==> src/rtl/gpr_pkg.sv <==
package gpr_pkg;
    parameter int NREGS = 32;
    parameter int XLEN  = 32;
    localparam int IDX_W = $clog2(NREGS);
    localparam logic [XLEN-1:0] IDLE_WORD = {XLEN{1'b1}};

    typedef logic [IDX_W-1:0] idx_t;
    typedef logic [XLEN-1:0]  word_t;

    typedef struct packed {
        logic  en;
        idx_t  idx;
        word_t data;
    } wr_req_t;

    typedef struct packed {
        logic  en;
        idx_t  idx;
    } rd_req_t;

    typedef struct packed {
        logic  valid;
        word_t data;
    } rd_rsp_t;

    function automatic logic idx_is_zero(input idx_t i);
        return ~|i;
    endfunction
endpackage

==> src/rtl/gpr_wr_decode.sv <==
module gpr_wr_decode
    import gpr_pkg::*;
(
    input  wr_req_t          req,
    output logic [NREGS-1:0] sel
);
    logic live;
    assign live = req.en & ~idx_is_zero(req.idx);

    for (genvar i = 0; i < NREGS; i++) begin : g_sel
        if (i == 0) begin : g_zero
            assign sel[i] = 1'b0;
        end else begin : g_live
            assign sel[i] = live && (req.idx == idx_t'(i));
        end
    end
endmodule

==> src/rtl/gpr_storage.sv <==
module gpr_storage
    import gpr_pkg::*;
(
    input  logic             clk,
    input  logic             rst,
    input  logic [NREGS-1:0] sel,
    input  word_t            data,
    output word_t            regs [NREGS]
);
    for (genvar i = 0; i < NREGS; i++) begin : g_ent
        if (i == 0) begin : g_const
            assign regs[i] = '0;
        end else begin : g_flop
            word_t q;
            always_ff @(posedge clk) begin
                if (rst)
                    q <= '0;
                else if (sel[i])
                    q <= data;
            end
            assign regs[i] = q;
        end
    end
endmodule

==> src/rtl/gpr_read_port.sv <==
module gpr_read_port
    import gpr_pkg::*;
(
    input  rd_req_t req,
    input  wr_req_t wr,
    input  word_t   regs [NREGS],
    output rd_rsp_t rsp
);
    logic fwd;
    assign fwd = wr.en && !idx_is_zero(wr.idx) && (wr.idx == req.idx);

    always_comb begin
        if (!req.en) begin
            rsp.valid = 1'b0;
            rsp.data  = IDLE_WORD;
        end else begin
            rsp.valid = 1'b1;
            if (idx_is_zero(req.idx))
                rsp.data = '0;
            else if (fwd)
                rsp.data = wr.data;
            else
                rsp.data = regs[req.idx];
        end
    end
endmodule

==> src/rtl/gpr_bank.sv <==
module gpr_bank
    import gpr_pkg::*;
(
    input  logic        clk,
    input  logic        rst,
    input  logic        wr_en,
    input  logic [4:0]  wr_idx,
    input  logic [31:0] wr_data,
    input  logic        rd_a_en,
    input  logic [4:0]  rd_a_idx,
    output logic [31:0] rd_a_data,
    output logic        rd_a_valid,
    input  logic        rd_b_en,
    input  logic [4:0]  rd_b_idx,
    output logic [31:0] rd_b_data,
    output logic        rd_b_valid
);
    localparam int NPORTS = 2;

    wr_req_t          wr;
    logic [NREGS-1:0] sel;
    word_t            regs [NREGS];
    rd_req_t          rq [NPORTS];
    rd_rsp_t          rs [NPORTS];

    assign wr = '{en: wr_en, idx: wr_idx, data: wr_data};
    assign rq[0] = '{en: rd_a_en, idx: rd_a_idx};
    assign rq[1] = '{en: rd_b_en, idx: rd_b_idx};

    gpr_wr_decode u_dec (.req(wr), .sel(sel));

    gpr_storage u_mem (
        .clk  (clk),
        .rst  (rst),
        .sel  (sel),
        .data (wr.data),
        .regs (regs)
    );

    for (genvar p = 0; p < NPORTS; p++) begin : g_rd
        gpr_read_port u_rp (
            .req  (rq[p]),
            .wr   (wr),
            .regs (regs),
            .rsp  (rs[p])
        );
    end

    assign rd_a_data  = rs[0].data;
    assign rd_a_valid = rs[0].valid;
    assign rd_b_data  = rs[1].data;
    assign rd_b_valid = rs[1].valid;
endmodule

==> config.mk <==
export PLATFORM = sky130hd
export DESIGN_NAME = gpr_bank
export DESIGN_NICKNAME = d
export VERILOG_FILES = /design/src/rtl/gpr_pkg.sv /design/src/rtl/gpr_wr_decode.sv /design/src/rtl/gpr_storage.sv /design/src/rtl/gpr_read_port.sv /design/src/rtl/gpr_bank.sv
export SDC_FILE = /design/constraint.sdc
export NUM_CORES = 2
export LEC_CHECK = 0
export BUFFER_PORTS_ARGS = -buffer_cell sky130_fd_sc_hd__buf_2
export CAP_MARGIN = 10
export CORE_AREA = 10 10 396 398
export CTS_BUF_LIST = sky130_fd_sc_hd__clkbuf_8
export CTS_CLUSTER_DIAMETER = 100
export DETAILED_ROUTE_END_ITERATION = 12
export DIE_AREA = 0 0 406 408
export GPL_TIMING_DRIVEN = 0
export HOLD_SLACK_MARGIN = 0.05
export SETUP_SLACK_MARGIN = 0.4
export SLEW_MARGIN = 20
export SYNTH_ARGS = -nofsm -noshare
export SYNTH_HDL_FRONTEND = slang
export SYNTH_SLANG_ARGS = --single-unit
==> constraint.sdc <==
create_clock -name clk -period 4.42 [get_ports clk]
set_input_delay 0 -clock clk [delete_from_list [all_inputs] [get_ports clk]]
set_output_delay 0 -clock clk [all_outputs]
set_load 0.05 [all_outputs]
## After elaboration in Yosys (flattened, before gate mapping)

Index checks and enable logic that the tools add are counted.
Widths: inputs -> output; s select.

| word-level totals | value |
|---|---|
| register bits after elaboration | 992 |
| input bits | 52 |
| output and inout bits | 66 |

| cells by class | value |
|---|---|
| order comparisons | 2 |
| bitwise operators | 3 |
| reductions and logical operators | 37 |
| muxes and demuxes | 12 |
| eq/ne operators | 33 |

Operators by type and width:

| cell | count |
|---|---|
| $bmux 32 s5 | 2 |
| $mux 32 | 8 |
| $eq 5x5->1 const B | 16 |
| $mux 33 | 2 |
| $eq 5x4->1 const B | 8 |
| $logic_and 1x1->1 | 34 |
| $eq 5x3->1 const B | 4 |
| $reduce_or 5->1 | 3 |
| $ge 6x6->1 const B | 2 |
| $not 5->6 | 2 |
| $eq 5x2->1 const B | 2 |
| $eq 5x5->1 | 2 |
| $eq 5x1->1 const B | 1 |
| $and 1x1->1 | 1 |

## Depth between registers and ports, before layout

| depth | value |
|---|---|
| depth after elaboration | 7 |
| gate-level depth with buffers | 9 |
| mapped depth without buffers | 5 |

## Hierarchy

From an unflattened synthesis, not the netlist that was laid out.

| unflattened totals | value |
|---|---|
| cell total of the unflattened synthesis | 4933 |
| area total of the unflattened synthesis | 54444.7 µm² |

Modules (own cells, without submodules):

| module | cells each | area an instance (µm²) | times used | seq. area each (µm²) |
|---|---|---|---|---|
| gpr_storage | 3339 | 36572.6 | 1 | 19859.0 |
| gpr_read_port | 773 | 8817.2 | 2 | 0.0 |
| gpr_wr_decode | 48 | 237.7 | 1 | 0.0 |

## Worst setup path before layout

OpenSTA, ideal clock, no wires.

| timing path | value |
|---|---|
| path type | input to output |
| start | in wr_idx[2] |
| end | out rd_a_data[15] |
| cell stages on the path | 6 |
| required time | 4.420 ns |
| setup slack | 1.934 ns |
| arrival time | 2.486 ns |
| cell sequence | buf_2 or4_1 o2111ai_1 o21ai_1 clkbuf_1 o311ai_1 |

| between the ends | value |
|---|---|
| cells in the longest elaborated chain, start to end | 6 |
| elaborated cells between the ends (all ways) | 7 |
| classes of those cells | 1 x eq/ne; 3 x mux; 3 x reduce/logical |

RTL lines:

| element | line | RTL |
|---|---|---|
| from (decl) | gpr_bank.sv:7 | `input logic [4:0] wr_idx,` |
| $reduce_or 5->1 | gpr_pkg.sv:27 | `return ~\|i;` |
| $logic_and 1x1->1 | gpr_read_port.sv:10 | `assign fwd = wr.en && !idx_is_zero(wr.idx) && (wr.idx == req.idx);` |
| $logic_and 1x1->1 * | gpr_read_port.sv:10 |  |
| $mux 32 * | gpr_read_port.sv:20 | `else if (fwd)` |
| $mux 32 * | gpr_read_port.sv:18 | `if (idx_is_zero(req.idx))` |
| $mux 33 * | gpr_read_port.sv:13 | `if (!req.en) begin` |
| to (decl) | gpr_bank.sv:11 | `output logic [31:0] rd_a_data,` |

Mark *: on every way between the ends. The rest lies on a longest branch, timed or not.

## Final worst setup path

| timing path | value |
|---|---|
| start | in rd_b_idx[1] |
| end | out rd_b_data[12] |

| between the ends | value |
|---|---|
| cells in the longest elaborated chain, start to end | 7 |
| elaborated cells between the ends (all ways) | 10 |
| classes of those cells | 1 x eq/ne; 6 x mux; 1 x bitwise; 2 x reduce/logical |

RTL lines:

| element | line | RTL |
|---|---|---|
| from (decl) | gpr_bank.sv:14 | `input logic [4:0] rd_b_idx,` |
| $not 5->6 (implied by the code) | gpr_read_port.sv:23 | `rsp.data = regs[req.idx];` |
| $bmux 32 s5 | gpr_read_port.sv:23 |  |
| $mux 32 (implied by the code) (2 in series) | gpr_read_port.sv:23 |  |
| $mux 32 | gpr_read_port.sv:20 |  |
| $mux 32 * | gpr_read_port.sv:18 |  |
| $mux 33 * | gpr_read_port.sv:13 |  |
| to (decl) | gpr_bank.sv:15 | `output logic [31:0] rd_b_data,` |

Mark *: on every way between the ends. The rest lies on a longest branch, timed or not. The select of a mux whose other input is x is not followed.

==> impl_metrics.env <==
export IMPL_status="complete, no violations"
export IMPL_gr_total_overflow=0
export IMPL_slowest_stage="a21oi_1"
export IMPL_die_x_um=406
export IMPL_synthXorXnorAreaFrac=0.001689
export IMPL_syn_inst=6322
export IMPL_synth_ff_type="dfxtp_1"
export IMPL_slew_headroom=0.1005
export IMPL_core_area_um2=148900
export IMPL_powerDensity_nw_per_um2=367.5
export IMPL_nets=6722
export IMPL_netlist_area_um2=51860
export IMPL_cp_top_family="buffers and inverters"
export IMPL_critPathRequiredTime_ns=4.42
export IMPL_slew_viol_final=0
export IMPL_die_h_um=408
export IMPL_antenna_found_initial=52
export IMPL_io_pins=118
export IMPL_tns_ns=0
export IMPL_synth_compound_area_share=0.1753
export IMPL_final_cell_mix="nand2_1, a21oi_1, dfxtp_1"
export IMPL_hpwl_um=257300
export IMPL_root_buffer="clkbuf_8"
export IMPL_grt_pass1_wl_um=443600
export IMPL_clock_path_buffers=3
export IMPL_ys_types=50
export IMPL_synth_seq_cells=992
export IMPL_worst_path_buf_inv=5
export IMPL_synthSimpleGateAreaFrac=0.1743
export IMPL_numCtsBuffers=183
export IMPL_async_flop_share=0
export IMPL_fillCellCount=15440
export IMPL_seqPwrFrac=0.414
export IMPL_routed_wl_um=336200
export IMPL_worst_slack_ns=0.1455
export IMPL_synth_top_family_by_area="multiplexers"
export IMPL_hold_ws_ns=0.1120
export IMPL_p_comb_frac=0.146
export IMPL_dieArea_um2=165600
export IMPL_cap_violations=0
export IMPL_grt_max_degree=17
export IMPL_fmax_ghz=0.2339
export IMPL_synthMuxAreaShare=0.2089
export IMPL_fin_crit_sh=0.9671
export IMPL_syn_avg_cell_area_um2=8.203
export IMPL_dp_slack_ns=-0.05464
export IMPL_critical_path_max_stage_delay_ns=0.91
export IMPL_crit_arrival_ns=4.27
export IMPL_start_kind="primary input"
export IMPL_peakVddDrop_v=0.0002607
export IMPL_rows=142
export IMPL_fin_cells=8782
export IMPL_swShare=0.3255
export IMPL_clk_pin_slew_ns=0.06
export IMPL_clock_sinks=992
export IMPL_dr_pass1_iters=7
export IMPL_drive_gt1_frac=0.1629
export IMPL_ant_nets=0
export IMPL_gp_congestion=1.054
export IMPL_top_regs="u_mem.g_ent.g_flop.q (992)"
export IMPL_cts_tree="yes"
export IMPL_largest_register_ffs=992
export IMPL_final_common_cell="nand2_1"
export IMPL_multiInputGateArea_um2=29240
export IMPL_cp_cell_sequence="buf_2 -> buf_2 -> buf_2 -> nor2_2 -> clkbuf_1 -> a21oi_1 -> a221oi_1 -> o211ai_1 -> buf_2"
export IMPL_synth_fa_ha_area_frac=0
export IMPL_cpMostUsedCell="buf_2"
export IMPL_cts_htree_levels=4
export IMPL_critPathMaxFanout=10
export IMPL_yosys_warnings=0
export IMPL_vias_per_cell=6.306
export IMPL_seq_area_um2=19860
export IMPL_synth_edf_count=0
export IMPL_tightest_slew_ns=1.349
export IMPL_first_global_vias=50440
export IMPL_p_leak_nw=19.96
export IMPL_floorplan_initialDensity=0.3483
export IMPL_rsz0062_at_grt="yes"
export IMPL_numPortBuffers=77
export IMPL_syn_nets=6374
export IMPL_finClkSkew_ns=0
export IMPL_p_int_mw=14.78
export IMPL_dp_cells=8371
export IMPL_wire_per_inst_um=38.28
export IMPL_top_register="u_mem.g_ent.g_flop.q"
export IMPL_clock_latency_ns=1.01
export IMPL_globalRouteTotalUtil=0.3894
export IMPL_finalCriticalPeriod_ns=4.274
export IMPL_report_final_hold_viol_count=0
export IMPL_routed_via_count=55380
export IMPL_area_growth_pct=14.97
export IMPL_holdCritPathClass="in -> reg"
export IMPL_setup_violations_final=0
export IMPL_switching_power_mw=7.132
export IMPL_post_cts_setup_buffers=0
export IMPL_first_iter_violations=8908
export IMPL_end_kind="primary output"
export IMPL_synth_seq_area_share=0.3829
export IMPL_drc=0
export IMPL_finish_utilization=0.4005
export IMPL_r2r_slack_ns=3.20
export IMPL_clkPwrFrac=0.440
export IMPL_critPathKind="in -> out"
==> metal layers <==
metal	up-vias	global-route usage	part of all wire
met2	4239	0.5450	0.40
met4	34	0.2618	0.083
met3	951	0.1287	0.13
li1	22800	-	-
met1	27350	0.5036	0.39
met5	-	0	0.00065
==> cell usage after synthesis, drive strengths merged (16+ instances only) <==
master,count,area [um^2]
nand2,2148,8063
a21oi,1082,5419
dfxtp,992,19860
clkbuf,531,2029
mux4,256,5766
mux2,251,2826
mux2i,224,2242
buf,155,897.1
o22ai,90,563.0
o21ai,79,395.4
nor2,66,247.7
a221oi,63,551.8
o221ai,52,455.4
a221o,51,510.5
nand3,43,215.2
nor2b,36,225.2
o2111ai,30,262.8
a211oi,25,187.7
o311ai,25,219.0
nand4,19,118.9
a22o,16,140.1
==> area by class of cell <==
cell class	instances	area share
Multi-Input combinational cell	4638	0.4904
Antenna cell	22	0.0009233
Tap cell	1944	0.04079
Buffer	686	0.04978
Timing Repair Buffer	163	0.02010
Inverter	6	0.0003777
Clock buffer	228	0.05263
Sequential cell	992	0.3331
Clock inverter	103	0.01192
==> power groups by stage <==
stage                     registers (mW)  clock network [mW]  logic, mW
final                               9.07                9.65       3.20
after global routing                9.07                9.98       3.13
after CTS                           9.06                9.61       3.01
after detailed placement            9.26                   0       2.96
after global placement              9.26                   0       2.93
after floorplan                     9.24                   0       1.43
==> worst paths after layout <==
path | start | end | depth (start not counted)
setup reg to reg | u_mem.g_ent[8].g_flop.q[1] | u_mem.g_ent[8].g_flop.q[1] | 3
setup / recovery | rd_b_idx[1] | rd_b_data[12] | 9
hold reg to reg | u_mem.g_ent[6].g_flop.q[9] | u_mem.g_ent[6].g_flop.q[9] | 2
hold / removal | wr_data[7] | u_mem.g_ent[7].g_flop.q[7] | 4
==> repair_timing <==
item | CTS | global route
hold endpoints to repair | 668 | 0
pin swaps | 0 | 0
hold buffers | 57 | 0
resized for setup | 10 | 7
setup endpoints to repair | 13 | 12
==> worst reg2reg max path, delay by kind of cell, from the launching register on <==
kind,cells,cell delay [ns]
AO/OA/AOI/OAI,1,0.16
buffers and inverters,1,0.58
flip-flops,1,0.36
AND/OR/NAND/NOR,1,0.07
==> cells by family after synthesis <==
| logic type | count (synthesis) |
|---|---|
| flops | 992 |
| buf+inv | 692 |
| xor+xnor | 10 |
| simple gates | 2340 |
| compound gates | 1557 |
| mux | 731 |
==> per-stage QoR <==
step | total power [mW] | area (um^2)
2_1_floorplan | 10.67 | 51860
3_3_place_gp | 12.18 | 54680
3_5_place_dp | 12.22 | 55080
4_1_cts | 21.68 | 59530
5_1_grt | 22.18 | 59580
6_report | 21.91 | 59620
(Power assumes the default switching activity.)
